[config.mk]
export PLATFORM = sky130hd
export DESIGN_NAME = ext_irq_edge
export DESIGN_NICKNAME = d
export VERILOG_FILES = /design/src/rtl/ext_irq_pkg.sv /design/src/rtl/irq_sample_filter.sv /design/src/rtl/irq_edge_sel.sv /design/src/rtl/irq_flag_bank.sv /design/src/rtl/ext_irq_edge.sv
export SDC_FILE = /design/constraint.sdc
export NUM_CORES = 1
export LEC_CHECK = 0
export ABC_CLOCK_PERIOD_IN_PS = 1900
export BUFFER_PORTS_ARGS = -buffer_cell sky130_fd_sc_hd__buf_4
export CAP_MARGIN = 20
export CORE_ASPECT_RATIO = 1.25
export CORE_MARGIN = 2
export CORE_UTILIZATION = 45
export DETAILED_ROUTE_END_ITERATION = 8
export PLACE_DENSITY = 0.72
export SLEW_MARGIN = 40
export SYNTH_ARGS = -nofsm -noshare
export SYNTH_HDL_FRONTEND = slang
export SYNTH_SLANG_ARGS = --single-unit
[constraint.sdc]
create_clock -name clk -period 1.9 [get_ports clk]
set_clock_uncertainty 0.15 [all_clocks]
set_input_delay 0.19 -clock clk [delete_from_list [all_inputs] [get_ports clk]]
set_output_delay 0.19 -clock clk [all_outputs]
set_load 0.02 [all_outputs]
[src/rtl/ext_irq_pkg.sv]
package ext_irq_pkg;

    localparam int NSRC     = 4;
    localparam int MODE_W   = 4;
    localparam int SRC_FLT  = 0;
    localparam int SRC_SEL  = 1;
    localparam int SRC_RISE = 2;
    localparam int SRC_BOTH = 3;

    typedef enum logic [1:0] {
        EDGE_RISE = 2'b00,
        EDGE_FALL = 2'b01,
        EDGE_BOTH = 2'b10,
        EDGE_NONE = 2'b11
    } edge_sel_e;

    // nibble layout: [3] slow sampling, [2] unused, [1:0] edge choice
    typedef struct packed {
        logic      slow_smp;
        logic      spare;
        edge_sel_e edge_sel;
    } mode_t;

    function automatic logic edge_hit(edge_sel_e sel, logic cur, logic prev);
        logic hit;
        case (sel)
            EDGE_RISE: hit = cur & ~prev;
            EDGE_FALL: hit = ~cur & prev;
            EDGE_BOTH: hit = cur ^ prev;
            default:   hit = 1'b0;
        endcase
        return hit;
    endfunction

endpackage

[src/rtl/irq_sample_filter.sv]
module irq_sample_filter #(
    parameter int DIV_RATIO = 64
) (
    input  logic clk,
    input  logic rst,
    input  logic slow_sel,
    input  logic pin_i,
    output logic level_o
);
    localparam int CW = (DIV_RATIO > 1) ? $clog2(DIV_RATIO) : 1;
    localparam logic [CW-1:0] CNT_LAST = CW'(DIV_RATIO - 1);

    logic [CW-1:0] div_cnt;
    logic          strobe;
    logic          last_smp;
    logic          level_q;

    always_ff @(posedge clk) begin
        if (rst || div_cnt == CNT_LAST) div_cnt <= '0;
        else                            div_cnt <= div_cnt + 1'b1;
    end

    assign strobe = slow_sel ? (div_cnt == CNT_LAST) : 1'b1;

    // a level is taken only when two consecutive samples agree
    always_ff @(posedge clk) begin
        if (rst) begin
            last_smp <= 1'b0;
            level_q  <= 1'b0;
        end else if (strobe) begin
            last_smp <= pin_i;
            if (pin_i == last_smp) level_q <= pin_i;
        end
    end

    assign level_o = level_q;
endmodule

[src/rtl/irq_edge_sel.sv]
module irq_edge_sel
    import ext_irq_pkg::*;
(
    input  logic      clk,
    input  logic      rst,
    input  logic      sig_i,
    input  edge_sel_e sel_i,
    output logic      hit_o
);
    logic prev_q;

    always_ff @(posedge clk) begin
        if (rst) prev_q <= 1'b0;
        else     prev_q <= sig_i;
    end

    assign hit_o = edge_hit(sel_i, sig_i, prev_q);
endmodule

[src/rtl/irq_flag_bank.sv]
module irq_flag_bank #(
    parameter int N = 4
) (
    input  logic         clk,
    input  logic         rst,
    input  logic [N-1:0] set_i,
    input  logic [N-1:0] clr_i,
    output logic [N-1:0] flag_o
);
    logic [N-1:0] flag_q;

    // a new event outranks a clear in the same cycle
    always_ff @(posedge clk) begin
        if (rst) flag_q <= '0;
        else     flag_q <= (flag_q & ~clr_i) | set_i;
    end

    assign flag_o = flag_q;
endmodule

[src/rtl/ext_irq_edge.sv]
module ext_irq_edge
    import ext_irq_pkg::*;
#(
    parameter int DIV_RATIO = 64
) (
    input  logic              clk,
    input  logic              rst,
    input  logic              pin_flt,
    input  logic              pin_sel,
    input  logic              pin_rise,
    input  logic              pin_both,
    input  logic              mode_we,
    input  logic              mode_addr,
    input  logic [MODE_W-1:0] mode_wdata,
    input  logic [NSRC-1:0]   irq_en,
    input  logic [NSRC-1:0]   flag_clr,
    output logic [NSRC-1:0]   irq_flag,
    output logic [NSRC-1:0]   irq_out,
    output logic              port_flt
);
    mode_t     mode_q [2];
    logic      flt_level;
    logic      src_sig  [NSRC];
    edge_sel_e src_mode [NSRC];
    logic [NSRC-1:0] src_hit;

    always_ff @(posedge clk) begin
        if (rst) begin
            mode_q[0] <= '0;
            mode_q[1] <= '0;
        end else if (mode_we) begin
            mode_q[mode_addr] <= mode_t'(mode_wdata);
        end
    end

    irq_sample_filter #(.DIV_RATIO(DIV_RATIO)) u_filter (
        .clk      (clk),
        .rst      (rst),
        .slow_sel (mode_q[0].slow_smp),
        .pin_i    (pin_flt),
        .level_o  (flt_level)
    );

    always_comb begin
        src_sig[SRC_FLT]   = flt_level;
        src_sig[SRC_SEL]   = pin_sel;
        src_sig[SRC_RISE]  = pin_rise;
        src_sig[SRC_BOTH]  = pin_both;
        src_mode[SRC_FLT]  = mode_q[0].edge_sel;
        src_mode[SRC_SEL]  = mode_q[1].edge_sel;
        src_mode[SRC_RISE] = EDGE_RISE;
        src_mode[SRC_BOTH] = EDGE_BOTH;
    end

    for (genvar i = 0; i < NSRC; i++) begin : g_det
        irq_edge_sel u_det (
            .clk   (clk),
            .rst   (rst),
            .sig_i (src_sig[i]),
            .sel_i (src_mode[i]),
            .hit_o (src_hit[i])
        );
    end

    irq_flag_bank #(.N(NSRC)) u_flags (
        .clk    (clk),
        .rst    (rst),
        .set_i  (src_hit),
        .clr_i  (flag_clr),
        .flag_o (irq_flag)
    );

    assign irq_out  = irq_flag & irq_en;
    assign port_flt = flt_level;
endmodule

== Word level (Yosys, flattened, before mapping) ==
Memory sizes are Yosys's and may differ from the RTL's.
Index checks and enable logic that the tools add are counted.
Word-level totals
  flip-flop bits (word level): 16
  memory bits (writable): 8
  input bits: 20
  output and inout port bits: 9
  word-level logic and storage cells: 49
  memories: 1
Memories
  mode_q: words 2, width 4, rd ports 2, clocked after memory_dff 0, wr ports 2, line ext_irq_edge.sv:21  | mode_t mode_q [2];
Operators by class
  $add $sub $neg: 1
  eq/ne operators: 6
  mux-type cells: 11
  bitwise operators: 17
  reduce and logical (&&, ||, !) cells: 5
Operators by type and width (number)
  4-bit AND: 2
  1-bit 2-to-1 mux: 8
  6-bit by 1-bit adder with 6-bit output (second input constant): 1
  6-bit == test (second input constant): 1
  1-bit case mux with 3 select lines: 2
  1-bit AND: 5
  1-bit inverter: 5
  2-bit by 1-bit == test with 1-bit output (second input constant): 2
  2-bit == test (second input constant): 2
  2-bit logical NOT: 2
  4-bit 2-to-1 mux: 1
  4-bit inverter: 1
  4-bit bitwise OR: 1
  4-bit OR reduction: 1
  1-bit bitwise XOR: 3
  2-bit AND reduction: 1
  1-bit == test: 1
  1-bit logical OR: 1

== Logic depth before layout (Yosys ltp) ==
  depth in word-level cells: 5
  depth in mapped cells: 5
  mapped depth without buffers: 5

== Cells and area by module ==
From an unflattened synthesis, not the netlist that was laid out.
Unflattened totals
  cell total of the unflattened synthesis: 108
  area total of the unflattened synthesis: 1048.5 um^2
By module, submodules not included
  irq_sample_filter: times used 1, cells an instance 36, area each 344.1 um^2, sequential area each 160.2 um^2
  irq_edge_sel: times used 4, cells an instance 9, area each 78.8 um^2, sequential area each 20.0 um^2
  ext_irq_edge: times used 1, cells an instance 20, area each 249.0 um^2, sequential area each 150.1 um^2
  irq_flag_bank: times used 1, cells an instance 16, area each 140.1 um^2, sequential area each 80.1 um^2

== Worst setup path before layout ==
OpenSTA, ideal clock, no wires.
  path kind: flip-flop to flip-flop
  start point: register u_filter.level_q (netlist: u_filter.level_o)
  end point: register u_flags.flag_q[0] (netlist: u_flags.flag_o[0])
  setup time: 74 ps
  data arrival time: 1243 ps
  required time: 1676 ps
  slack: 433 ps
  cell stages (with the launch flop): 6
  path buffers: 0
  period minus slack after synthesis: 1467 ps
  cell sequence: dfxtp_1 > inv_1 > ha_1 > nand2b_1 > a21o_1 > a31oi_1
On the way
  cells in the longest elaborated chain, start to end: 4
  elaborated cells between the ends (all ways): 6
  classes of those cells: mux (1); bitwise (5)
RTL lines
  start: declaration: line irq_sample_filter.sv:16  | logic level_q;
  start signal: assignment: line irq_sample_filter.sv:32  | if (pin_i == last_smp) level_q <= pin_i;
  1-bit inverter: line ext_irq_pkg.sv:28  | EDGE_FALL: hit = ~cur & prev;
  1-bit AND: line ext_irq_pkg.sv:28
  1-bit case mux with 3 select lines *: line ext_irq_pkg.sv:26  | case (sel)
  4-bit bitwise OR *: line irq_flag_bank.sv:15  | else flag_q <= (flag_q & ~clr_i) | set_i;
  end signal: assignment: line irq_flag_bank.sv:15
  end: declaration: line irq_flag_bank.sv:10  | logic [N-1:0] flag_q;
Mark *: on every way between the ends. The rest lies on a longest branch, timed or not.
A chain may end at the register's enable or synchronous reset.

== Worst setup path in the final report ==
  start point: input port pin_sel
  end point: register u_flags.flag_q[1] (netlist: u_flags.flag_o[1])
On the way
  cells in the longest elaborated chain, start to end: 4
  elaborated cells between the ends (all ways): 6
  classes of those cells: mux (1); bitwise (5)
RTL lines
  start: declaration: line ext_irq_edge.sv:9  | input logic pin_sel,
  1-bit inverter: line ext_irq_pkg.sv:28
  1-bit AND: line ext_irq_pkg.sv:28
  1-bit case mux with 3 select lines *: line ext_irq_pkg.sv:26
  4-bit bitwise OR *: line irq_flag_bank.sv:15
Marked as above.

==> summary.txt <==
Setup path
  • Slowest cell delay on critical path: 0.55 ns
  • Required time worst endpoint: 1.99 ns
  • Setup Crit Path Kind: primary input to register
  • CP arrival: 1.60 ns
  • Buf/Inv on CP: 3
  • CP max FO: 2
  • Worst path slowest cell: dlygate4sd3_1
  • Cell family with most CP delay: buffers and inverters
  • Worst-path cell chain: dlygate4sd3_1 > buf_4 > inv_1 > ha_1 > nand2b_1 > a21o_1 > a31oi_1
  • CP Launch Type: primary input
  • CP Capture Type: register

Detailed routing
  • Final WL: 1.76 mm
  • Wirelength per Cell: 11.6 um
  • Via count: 774
  • Drt via density: 5.09
  • Starting DRC count in detailed routing: 0
  • 1st-pass router iterations: 1
  • ANT nets after route: 0
  • DRC Markers: 0

Floorplanning
  • Num ports: 29
  • Initial Util: 0.479
  • Row cnt: 18
  • Die Height: 55.3 um
  • Core region area: 0.00198 mm^2
  • DIE WIDTH: 45.1 um
  • Die footprint: 0.00249 mm^2

Global routing
  • Largest net degree at the start of global routing: 18
  • Number of global-route vias before repair: 765
  • First-pass GRT wire length: 3.02 mm
  • Overall Global Routing Usage: 0.159
  • Antenna violations before repair: 0
  • Grt ovf: 0

Power
  • Maximum vdd ir drop: 0.443 mV
  • PD cells: 673 mW/mm^2
  • Leakage power: 0.569 nW

Placement
  • # port buffers: 27
  • DPL Wire Length: 1.26 mm
  • Placer congestion estimate: 0.688

Yosys
  • Largest area contributor in the netlist: dfxtp_1
  • Most used standard cell by instance count after synthesis: dfxtp_1
  • Syn Nets: 119
  • Post-Syn Area: 948 um^2
  • Most used DFF post-synth: dfxtp_1
  • Async SR Flop Fraction: 0
  • Synthesized area per cell: 10.1 um^2
  • EDFF count, synth: 5
  • Most frequent cells after synthesis: dfxtp_1, nand2b_1, inv_1, nor2_1, and3_1
  • Post-synth top area share: 0.338
  • Cells after Synth: 94
  • #FFs+latches synth: 21
  • Yosys warning total: 0
  • Synth cell types: 30
  • Share of the yosys chip area belonging to registers: 0.496
  • Synth area leaders: dfxtp_1, edfxtp_1, nand2b_1, ha_1, and3_1

Timing
  • Slew Viols, Final: 0
  • Final cycle utilization of the critical path: 0.791
  • Hold Vio Cnt, Final: 0
  • Setup-failing EPs final: 0
  • Hold Slack: 0.00700 ns
  • Slew HR: 0.753
  • Post-route setup TNS: 0 ns
  • Worst-Margin Slew: 0.369 ns
  • Max Freq: 0.665 GHz
  • RSZ-0062 raised after global routing: false
  • Tmin final: 1.50 ns

Clock network
  • Clk sinks: 21
  • Worst-case clock buffer depth: 2
  • Clock slew at the register clock pins of the worst setup and hold paths: 0.13 ns
  • Clock Latency Late Sink: 0.31 ns
  • Post-cts resize count: 0
  • H-tree depth: 1
  • Clock root cell: clkbuf_4
  • CTS tree: done
  • CTS Buf Count: 3

Cells and area
  • Diodes inserted: 0
  • Fin util: 0.646
  • Share of cells above drive strength 1: 0.265
  • Nets: 158
  • P&R area growth vs syn: 35.1%

Flow run
  • Max cap viols: 0

Min path
  • Class of the worst hold path: primary input to register

Status
  • Status: complete, no violations
## final timing paths
path | end | startpoint | slack [ns] | cells after the start
setup / recovery | u_flags.flag_o[1] | pin_sel | 0.40 | 7
setup reg to reg | u_flags.flag_o[0] | u_filter.level_o | 0.45 | 5
hold reg to reg | u_filter.div_cnt[0] | u_filter.div_cnt[0] | 0.33 | 1
hold / removal | u_flags.flag_o[2] | rst | 0.007 | 2
## stage by stage
stage	total power [mW]	cell area [um^2]	cells	worst slack, ns
5_1_grt	0.904	1280	152	0.316
4_1_cts	0.870	1280	152	0.408
6_report	0.862	1280	152	0.397
3_3_place_gp	0.628	1170	140	0.496
3_5_place_dp	0.634	1170	140	0.458
2_1_floorplan	0.573	948	94	0.433
## metal layers
layer / share of wire / global-route usage / routed length, um / vias to the layer above
met2: 0.53 / 0.292 / 935 / 24
met5: 0 / 0 / 0 / -
li1: - / - / - / 396
met3: 0.066 / 0.0196 / 116 / 5
met4: 0.020 / 0.0756 / 36 / 0
met1: 0.38 / 0.168 / 672 / 349
## layout by cell type (no fill, tap or decap), types with 2 or more instances in the layout
cell type and count:
a21o_1 4, a21oi_1 2, a31oi_1 2, and2_1 4
and3_1 6, buf_4 27, clkbuf_4 3, dfxtp_1 16
dlygate4sd3_1 8, edfxtp_1 5, ha_1 5, inv_1 7
nand2b_1 11, nand3b_1 3, nor2_1 7, nor2b_1 3
xnor2_1 3
## area by class of cell
type / count / area (um^2)
Timing Repair Buffer: 35 / 283
Inverter: 7 / 26.3
Fill cell: 165 / 701
Clock inverter: 1 / 6.26
Tap cell: 20 / 25.0
Clock buffer: 3 / 22.5
Multi-Input combinational cell: 65 / 448
Sequential cell: 21 / 470
## cells by family after synthesis
kind of cell,synth area share
adders and majority gates,0.0660
DFF,0.496
AOI/OAI and AO/OA,0.108
and+or+nand+nor,0.251
muxes,0.0106
xor gates and xnor gates,0.0369
buffers and inverters,0.0317
## worst register-to-register path: cells and delay by family (launching register included)
| family | cells | cell delay (ns) |
|---|---|---|
| simple gates | 1 | 0.14 |
| compound gates | 2 | 0.29 |
| buf+inv | 1 | 0.08 |
| fa+ha+maj | 1 | 0.29 |
| flops | 1 | 0.42 |
## sequential cells by signal (all words and copies together) (netlist names)
register and cells:
u_filter.div_cnt 6, u_filter.level_o 1, mode_q 5, u_flags.flag_o 4
u_filter.last_smp 1, g_det.u_det.prev_q 4
## power breakdown
part / switching (mW) / internal, mW / total, mW
sequential: 0.0172 / 0.484 / 0.502
clock: 0.144 / 0.0817 / 0.226
combinational: 0.0562 / 0.0784 / 0.135
total: 0.217 / 0.645 / 0.862
## timing repair
action,CTS,global route
buffers inserted,0,0
hold buffers,8,0
hold endpoints to repair,8,0
(Power assumes the default switching activity.)
